$ cat config.mk
export PLATFORM = sky130hd
export DESIGN_NAME = midi_note_decoder
export DESIGN_NICKNAME = d
export VERILOG_FILES = /design/src/rtl/midi_dec_pkg.sv /design/src/rtl/midi_dec_ctrl.sv /design/src/rtl/midi_dec_datapath.sv /design/src/rtl/midi_note_decoder.sv
export SDC_FILE = /design/constraint.sdc
export NUM_CORES = 1
export LEC_CHECK = 0
export CORE_MARGIN = 2
export CORE_UTILIZATION = 43
export DETAILED_ROUTE_END_ITERATION = 8
export GPL_TIMING_DRIVEN = 1
export PLACE_DENSITY = 0.77
export SKIP_LAST_GASP = 1
export SYNTH_ARGS = -nofsm -noshare
export SYNTH_HDL_FRONTEND = slang
export SYNTH_HIERARCHICAL = 1
export SYNTH_SLANG_ARGS = --single-unit
$ cat constraint.sdc
create_clock -name clk -period 1 [get_ports clk]
set_input_delay 0.15 -clock clk [delete_from_list [all_inputs] [get_ports clk]]
set_output_delay 0.15 -clock clk [all_outputs]
set_load 0.03 [all_outputs]
$ cat src/rtl/midi_dec_pkg.sv
package midi_dec_pkg;

  localparam logic [3:0] CODE_NOTE_ON  = 4'h9;
  localparam logic [3:0] CODE_NOTE_OFF = 4'h8;

  typedef enum logic [1:0] {
    SEQ_IGNORE   = 2'd0,
    SEQ_WANT_KEY = 2'd1,
    SEQ_WANT_VEL = 2'd2
  } seqState_t;

  typedef struct packed {
    logic loadStatus;
    logic statusIsOn;
    logic loadKey;
    logic commit;
  } dpStrobes_t;

endpackage

$ cat src/rtl/midi_dec_ctrl.sv
module midi_dec_ctrl
  import midi_dec_pkg::*;
#(
  parameter int CODE_W = 4
) (
  input  logic              clk,
  input  logic              rstN,
  input  logic              byteValid,
  input  logic [CODE_W-1:0] topCode,
  output dpStrobes_t        strobes
);

  seqState_t state, stateNext;
  logic isStatus, isData, isNoteStatus;

  always_comb begin
    isStatus     = byteValid && topCode[CODE_W-1];
    isData       = byteValid && !topCode[CODE_W-1];
    isNoteStatus = isStatus &&
                   ((topCode == CODE_W'(CODE_NOTE_ON)) || (topCode == CODE_W'(CODE_NOTE_OFF)));

    strobes.loadStatus = isNoteStatus;
    strobes.statusIsOn = (topCode == CODE_W'(CODE_NOTE_ON));
    strobes.loadKey    = isData && (state == SEQ_WANT_KEY);
    strobes.commit     = isData && (state == SEQ_WANT_VEL);

    stateNext = state;
    if (isStatus)
      stateNext = isNoteStatus ? SEQ_WANT_KEY : SEQ_IGNORE;
    else if (strobes.loadKey)
      stateNext = SEQ_WANT_VEL;
    else if (strobes.commit)
      stateNext = SEQ_WANT_KEY;
  end

  always_ff @(posedge clk) begin
    if (!rstN) state <= SEQ_IGNORE;
    else       state <= stateNext;
  end

endmodule

$ cat src/rtl/midi_dec_datapath.sv
module midi_dec_datapath
  import midi_dec_pkg::*;
#(
  parameter int PAY_W  = 7,
  parameter int CHAN_W = 4
) (
  input  logic              clk,
  input  logic              rstN,
  input  dpStrobes_t        strobes,
  input  logic [PAY_W-1:0]  payload,
  output logic [PAY_W-1:0]  noteOut,
  output logic [PAY_W-1:0]  velocityOut,
  output logic [CHAN_W-1:0] channelOut,
  output logic              noteIsOn,
  output logic              msgDone
);

  logic              pendIsOn;
  logic [CHAN_W-1:0] pendChan;
  logic [PAY_W-1:0]  pendKey;

  always_ff @(posedge clk) begin
    if (!rstN) begin
      pendIsOn <= 1'b0;
      pendChan <= '0;
      pendKey  <= '0;
    end else begin
      if (strobes.loadStatus) begin
        pendIsOn <= strobes.statusIsOn;
        pendChan <= payload[CHAN_W-1:0];
      end
      if (strobes.loadKey) pendKey <= payload;
    end
  end

  always_ff @(posedge clk) begin
    if (!rstN) begin
      noteOut     <= '0;
      velocityOut <= '0;
      channelOut  <= '0;
      noteIsOn    <= 1'b0;
      msgDone     <= 1'b0;
    end else begin
      msgDone <= strobes.commit;
      if (strobes.commit) begin
        noteOut     <= pendKey;
        velocityOut <= payload;
        channelOut  <= pendChan;
        noteIsOn    <= pendIsOn;
      end
    end
  end

endmodule

$ cat src/rtl/midi_note_decoder.sv
module midi_note_decoder
  import midi_dec_pkg::*;
#(
  parameter int BYTE_W = 8
) (
  input  logic                clk,
  input  logic                rstN,
  input  logic                byteValid,
  input  logic [BYTE_W-1:0]   byteData,
  output logic [BYTE_W-2:0]   noteOut,
  output logic [BYTE_W-2:0]   velocityOut,
  output logic [BYTE_W/2-1:0] channelOut,
  output logic                noteIsOn,
  output logic                msgDone
);

  localparam int PAY_W  = BYTE_W - 1;
  localparam int CODE_W = BYTE_W / 2;
  localparam int CHAN_W = BYTE_W - CODE_W;

  dpStrobes_t strobes;

  midi_dec_ctrl #(.CODE_W(CODE_W)) u_ctrl (
    .clk      (clk),
    .rstN     (rstN),
    .byteValid(byteValid),
    .topCode  (byteData[BYTE_W-1 -: CODE_W]),
    .strobes  (strobes)
  );

  midi_dec_datapath #(.PAY_W(PAY_W), .CHAN_W(CHAN_W)) u_dp (
    .clk        (clk),
    .rstN       (rstN),
    .strobes    (strobes),
    .payload    (byteData[PAY_W-1:0]),
    .noteOut    (noteOut),
    .velocityOut(velocityOut),
    .channelOut (channelOut),
    .noteIsOn   (noteIsOn),
    .msgDone    (msgDone)
  );

endmodule

==> results of run 1 <==
-- timing repair --
action,in CTS,in global routing
endpoints found under the setup margin,47,48
pin swaps,2,0
resized for setup,28,20
gates cloned,0,0
-- power by group through the flow --
| stage | logic, mW | clock network [mW] | registers, mW |
|---|---|---|---|
| 2_1_floorplan | 0.0703 | 0 | 1.41 |
| 3_3_place_gp | 0.165 | 0 | 1.40 |
| 3_5_place_dp | 0.168 | 0 | 1.40 |
| 4_1_cts | 0.166 | 0.813 | 1.37 |
| 5_1_grt | 0.178 | 0.869 | 1.38 |
| 6_report | 0.167 | 0.787 | 1.37 |
-- stage by stage --
stage / setup TNS, ns / util
6_report: -4.45 / 0.628
5_1_grt: -6.23 / 0.628
4_1_cts: -5.12 / 0.613
3_5_place_dp: -16.57 / 0.571
3_3_place_gp: -15.79 / 0.571
2_1_floorplan: -2.39 / -
-- layout by cell type (no fill, tap or decap), types with 2 or more instances in the layout --
| cell type | count |
|---|---|
| and2_1 | 2 |
| buf_12 | 4 |
| nor2b_1 | 31 |
| dfxtp_1 | 13 |
| clkdlybuf4s50_1 | 7 |
| buf_4 | 6 |
| dfxtp_2 | 21 |
| mux2i_1 | 30 |
| clkbuf_4 | 5 |
| buf_6 | 21 |
| nand2b_1 | 2 |
| dlygate4sd2_1 | 3 |
-- worst max-delay path: stages (launching register included) --
cell and delay, ns:
dfxtp_2 0.34, and4bb_4 0.34, buf_12 0.15, mux2i_2 0.20
nor2b_1 0.06
-- registers in the layout, summed over array words and instances, names as in the netlist --
name / flops
u_dp/pendIsOn: 1
u_dp/pendKey: 7
u_ctrl/state: 2
u_dp/channelOut: 4
u_dp/msgDone: 1
u_dp/pendChan: 4
u_dp/velocityOut: 7
u_dp/noteIsOn: 1
u_dp/noteOut: 7
-- area by class of cell --
type,instances,share of cell area
sequential,34,0.375
multi-input combinational,75,0.328
timing repair buffer,41,0.243
clock inverter,1,0.00266
clock buffer,7,0.0292
tap,33,0.0219
-- worst min-delay path by stage --
stage | startpoint | to | slack [ns]
global route | byteData[7] | u_ctrl/state[1]$_SDFFE_PN0P_ | 0.37
global placement | u_ctrl/state[0]$_SDFFE_PN0P_ | u_ctrl/state[1]$_SDFFE_PN0P_ | 0.49
floorplan | byteValid | u_ctrl/state[0]$_SDFFE_PN0P_ | 0.25
CTS | byteData[7] | u_ctrl/state[1]$_SDFFE_PN0P_ | 0.36
finish | byteData[6] | u_dp/velocityOut[6]$_SDFFE_PN0P_ | 0.38
detailed placement | u_ctrl/state[0]$_SDFFE_PN0P_ | u_ctrl/state[1]$_SDFFE_PN0P_ | 0.50
-- synth_stat cells (all sizes together) --
master and n:
dfxtp 34, mux2i 31, nor2b 31, buf 5
and2 3, clkbuf 3, and4bb 2, nand2b 2
a21boi 1, a31oi 1, nand3b 1, nor3b 1
o21ai 1, or3b 1
-- per-layer routing --
metal | up-vias | share of wire | wire, µm
met3 | 5 | 0.059 | 156
li1 | 470 | - | -
met5 | - | 0 | 0
met4 | 0 | 0.017 | 44
met1 | 433 | 0.43 | 1140
met2 | 27 | 0.49 | 1290
-- logic make-up after synthesis --
family,synth area share
AND/OR/NAND/NOR,0.205
flip-flops,0.509
multiplexers,0.232
buffers and inverters,0.0402
AO/OA/AOI/OAI,0.0140
==> results.toml, run 1 <==
[critical_path]
cp_data_required_time_ns = 1.23
start_kind = "flop"
r2r-end = "u_dp/velocityOut[5]$_SDFFE_PN0P_"
r2r_start = "u_ctrl/state[0]$_SDFFE_PN0P_"
critical_path_peak_fanout = 10
rrSetupSlack_ns = -0.20
cp-startpoint = "u_ctrl/state[0]$_SDFFE_PN0P_"
crit_end = "u_dp/velocityOut[5]$_SDFFE_PN0P_"
end_kind = "flop"
arrival_ns = 1.42
rr_worst_depth = 4
crit_type = "flop to flop"

[floorplanning]
boundaryPins = 31
die-area_um2 = 3570
initial_utilization = 0.445
die_h_um = 59.8
core_region_area_um2 = 3000
rows = 20
dieWidth_um = 59.8

[sta]
fin_ws_ns = -0.197
worstMarginPinSlew_ns = 0.185
holdWs_ns = 0.375
timing.final.crit_share = 1.20
hold_violations = 0
slew_viol_final = 0
relSlewSlack = 0.876
grt_setup_unrepaired = "true"
skew_ns = 0.00738
fmax_ghz = 0.836
min_period_ns = 1.20
setup-violations-final = 28

[synth]
synth_seq_area_share = 0.509
synth_area_leader_cell = "dfxtp_1"
syn_inst = 117
synth_area_um2 = 1340
avgSynthCellArea_um2 = 11.4
syn_nets = 128
synth_top_area_share = 0.509
synth.distinct_cells = 16
synth_area_leaders = "dfxtp_1 (51%), mux2i_1 (23%), nor2b_1 (14%)"
synth-seq-cells = 34
yosysWarnings = 6

[pwr]
power_frac_comb = 0.072
seqPwrFrac = 0.590
p_leak_nw = 0.664
powerDensity_nw_per_um2 = 1240
switching_share = 0.223
power_switching_uw = 519
p_int_mw = 1.81
power_frac_clock = 0.338
power_mw = 2.33
vdd_drop_max_mv = 0.840

[global_routing]
grt_pass1_wl_mm = 4.26
grt_max_degree = 23
overflow = 0
grt_pass1_vias = 965
track_usage = 0.163
grt_use_met2 = 0.261
use_met3 = 0.0498
antenna_found_initial = 0
grtUsageMet1 = 0.194
busiest_layer = "met2"

[drt]
drcViolationCount = 0
drt-initial-drc-count = 18
ant_nets = 0
via_per_inst = 4.90
wl_per_cell_um = 13.8
firstDrtPassIters = 4
routed_wl_mm = 2.63
dr_total_vias = 935

[finish]
final-seq-area_um2 = 707
fillers = 257
syn2layout_area_growth_pct = 40.9
final_cells = 191
num_antenna_cells = 0
drive_gt1_frac = 0.405
final_area_um2 = 1880
nets = 168
multi_input_area_um2 = 618

[clock_network]
cts_tree = "built"
cts_root_buf = "clkbuf_4"
cts_setup_buffers = 0
clock_sinks = 34
numCtsBuffers = 5
clk_pin_slew_ns = 0.10
clk_latency_ns = 0.33
cts_hold_buf = 0
clockBufferDepth = 2
htree_levels = 2

[outcome]
status = "complete, but fails checks"
violations = "setup timing"

[placement]
hpwl_mm = 1.81
placed_cells = 183
gp_congestion = 0.758
pre_cts_ws_ns = -0.575
dpl_cell_area_um2 = 1710
io_buffers = 30

[hold_path]
whs_path_depth = 4
hold_class = "primary input to flop"

[run]
maxCapViolations = 0
No activity file was read; power rests on OpenSTA's default activity.
==> run 2, diff against run 1 <==
--- a/config.mk
+++ b/config.mk
@@ -5,11 +5,11 @@
 export SDC_FILE = /design/constraint.sdc
 export NUM_CORES = 1
 export LEC_CHECK = 0
-export CORE_MARGIN = 2
-export CORE_UTILIZATION = 43
+export ABC_AREA = 1
+export CORE_UTILIZATION = 44
 export DETAILED_ROUTE_END_ITERATION = 8
 export GPL_TIMING_DRIVEN = 1
-export PLACE_DENSITY = 0.77
+export PLACE_DENSITY = 0.78
 export SKIP_LAST_GASP = 1
 export SYNTH_ARGS = -nofsm -noshare
 export SYNTH_HDL_FRONTEND = slang
==> run 2 against run 1 <==
The flow still finishes with violations (setup timing). Global-route usage rose by 2.2 points. Final cell count grew 62%. Sequential share of layout area shrank 5.5 points. Hold slack worse by 0.18 ns. Design area is 16% higher. Routed wire length up 22%.
==> results.toml, run 2 <==
[synth]
synth_area_leader_cell = "dfxtp_1"
synth_ff_type = "dfxtp_1"
yosysWarnings = 6
synth-edff-count = 0
synth_area_leaders = "dfxtp_1 (49%), nand2_1 (19%), nor2_1 (18%)"
synth_seq_area_share = 0.486
synth_top_area_share = 0.486
synth_common_cells = "nand2_1 (70), nor2_1 (66), dfxtp_1 (34), inv_1 (28), buf_2 (7)"
avgSynthCellArea_um2 = 6.48
synth-seq-cells = 34
syn_nets = 227
synth_area_um2 = 1400
yosysMostFrequentCell = "nand2_1"
syn_inst = 216
synth.distinct_cells = 11
ys_async_sr_fraction = 0

[finish]
nets = 276
syn2layout_area_growth_pct = 55.9
final_area_um2 = 2180
post-route-util = 0.721
final_cells = 309
final_cell_mix = "nand2_1 (53), nor2_1 (52), inv_1 (25), buf_6 (24), dfxtp_1 (21)"
num_antenna_cells = 0
final_common_cell = "nand2_1"
largest_registers = "u_dp/noteOut x7, u_dp/pendKey x7, u_dp/velocityOut x7"
drive_gt1_frac = 0.381

[critical_path]
r2r_start = "u_ctrl/state[1]$_SDFFE_PN0P_"
end_kind = "flop"
cp-startpoint = "u_ctrl/state[1]$_SDFFE_PN0P_"
critPathTopFamily = "buffers and inverters"
crit_slowest_cell = "dfxtp_2"
start_kind = "flop"
cp_data_required_time_ns = 1.22
worst-path-buf-inv = 3
slowest_delay_ns = 0.34
arrival_ns = 1.35
crit_type = "flop to flop"
crit_top_cell = "nor2_1"
path_cells = "inv_2, nor2_2, nand2_2, clkinv_4, clkbuf_16, nor2_1, nor2_1"
critical_path_peak_fanout = 7

[clock_network]
clockBufferDepth = 2
clk_pin_slew_ns = 0.09
cts_tree = "built"
clock_sinks = 34
numCtsBuffers = 5
cts_root_buf = "clkbuf_4"
clk_latency_ns = 0.33
cts_hold_buf = 0
htree_levels = 2

[sta]
relSlewSlack = 0.874
setup_tns_ns = -1.84
min_period_ns = 1.12
setup-violations-final = 22
grt_setup_unrepaired = "true"
fin_ws_ns = -0.121
worstMarginPinSlew_ns = 0.189
holdWs_ns = 0.194
timing.final.crit_share = 1.12
hold_violations = 0
slew_viol_final = 0
skew_ns = 0.00604
fmax_ghz = 0.892

[placement]
dpl_cell_area_um2 = 1750
io_buffers = 30
pre_cts_ws_ns = -0.441
hpwl_mm = 1.78
placed_cells = 291
gp_congestion = 0.754

[drt]
routed_wl_mm = 3.21
via_per_inst = 4.56
dr_total_vias = 1408
drt-initial-drc-count = 45
firstDrtPassIters = 6
ant_nets = 0
drcViolationCount = 0
wl_per_cell_um = 10.4

[pwr]
powerDensity_nw_per_um2 = 1080
vdd_drop_max_mv = 0.673
p_leak_nw = 1.01
power_mw = 2.36

[global_routing]
grt_pass1_wl_mm = 4.70
overflow = 0
grt_max_degree = 35
track_usage = 0.185
antenna_found_initial = 0
grt_pass1_vias = 1177

[floorplanning]
boundaryPins = 31
core_region_area_um2 = 3030
dieWidth_um = 58.4
initial_utilization = 0.462
die-area_um2 = 3410
rows = 20
die_h_um = 58.4

[run]
maxCapViolations = 0

[outcome]
status = "complete, but fails checks"
violations = "setup timing"

[hold_path]
min-delay-start = "byteValid"
hold_class = "primary input to flop"
## run 2: changes by cell type in the layout (fill, tap and decap cells not counted), sizes merged, moves of 3 or more
| cell | change |
|---|---|
| and2 | -3 |
| buf | +8 |
| clkbuf | +3 |
| inv | +28 |
| mux2i | -31 |
| nand2 | +70 |
| nand3 | +3 |
| nor2 | +69 |
| nor2b | -31 |
## run 2: cell type report
cell class | count | area, µm²
multi-input combinational | 143 | 676
fill | 249 | 845
tap | 44 | 55.1
clock buffer | 7 | 45.0
sequential | 34 | 699
timing repair buffer | 52 | 594
inverter | 29 | 114
## run 2: final timing paths
check                                           to  cells after the start  slack (ns)
setup / recovery  u_dp/velocityOut[6]$_SDFFE_PN0P_                      7       -0.12
hold / removal        u_ctrl/state[1]$_SDFFE_PN0P_                      4        0.19
setup reg to reg  u_dp/velocityOut[6]$_SDFFE_PN0P_                      7       -0.12
hold reg to reg         u_dp/pendIsOn$_SDFFE_PN0P_                      2        0.47
## run 2: report_power, final
group	internal [mW]	switching [mW]	total (mW)
combinational	0.133	0.152	0.285
clock	0.265	0.410	0.675
sequential	1.38	0.0185	1.40
total	1.78	0.580	2.36
## run 2: worst register-to-register path, cell delays in order (launching register included)
cell	delay [ns]
dfxtp_2	0.34
inv_2	0.08
nor2_2	0.04
nand2_2	0.09
clkinv_4	0.12
clkbuf_16	0.19
nor2_1	0.10
nor2_1	0.06
## run 2: what timing repair did
action / 4_1_cts / 5_1_grt
setup buffers: 0 / 6
endpoints found under the setup margin: 36 / 53
gates resized for setup: 13 / 74
gates cloned: 1 / 4
pin swaps: 0 / 27
## run 2: layer usage
layer | up-vias | track usage | share of wire
met4 | 0 | 0.0816 | 0.014
met1 | 638 | 0.209 | 0.40
met2 | 45 | 0.305 | 0.53
met3 | 8 | 0.0769 | 0.055
li1 | 717 | - | -
met5 | - | 0 | 0
## run 2: cells by family (layout without fill, tap and decap cells)
family                 after synthesis  after routing  share of synthesized area
AND/OR/NAND/NOR                    142            142                      0.389
flip-flops                          34             34                      0.486
AO/OA/AOI/OAI                        1              1                    0.00357
buffers and inverters               39             88                      0.122
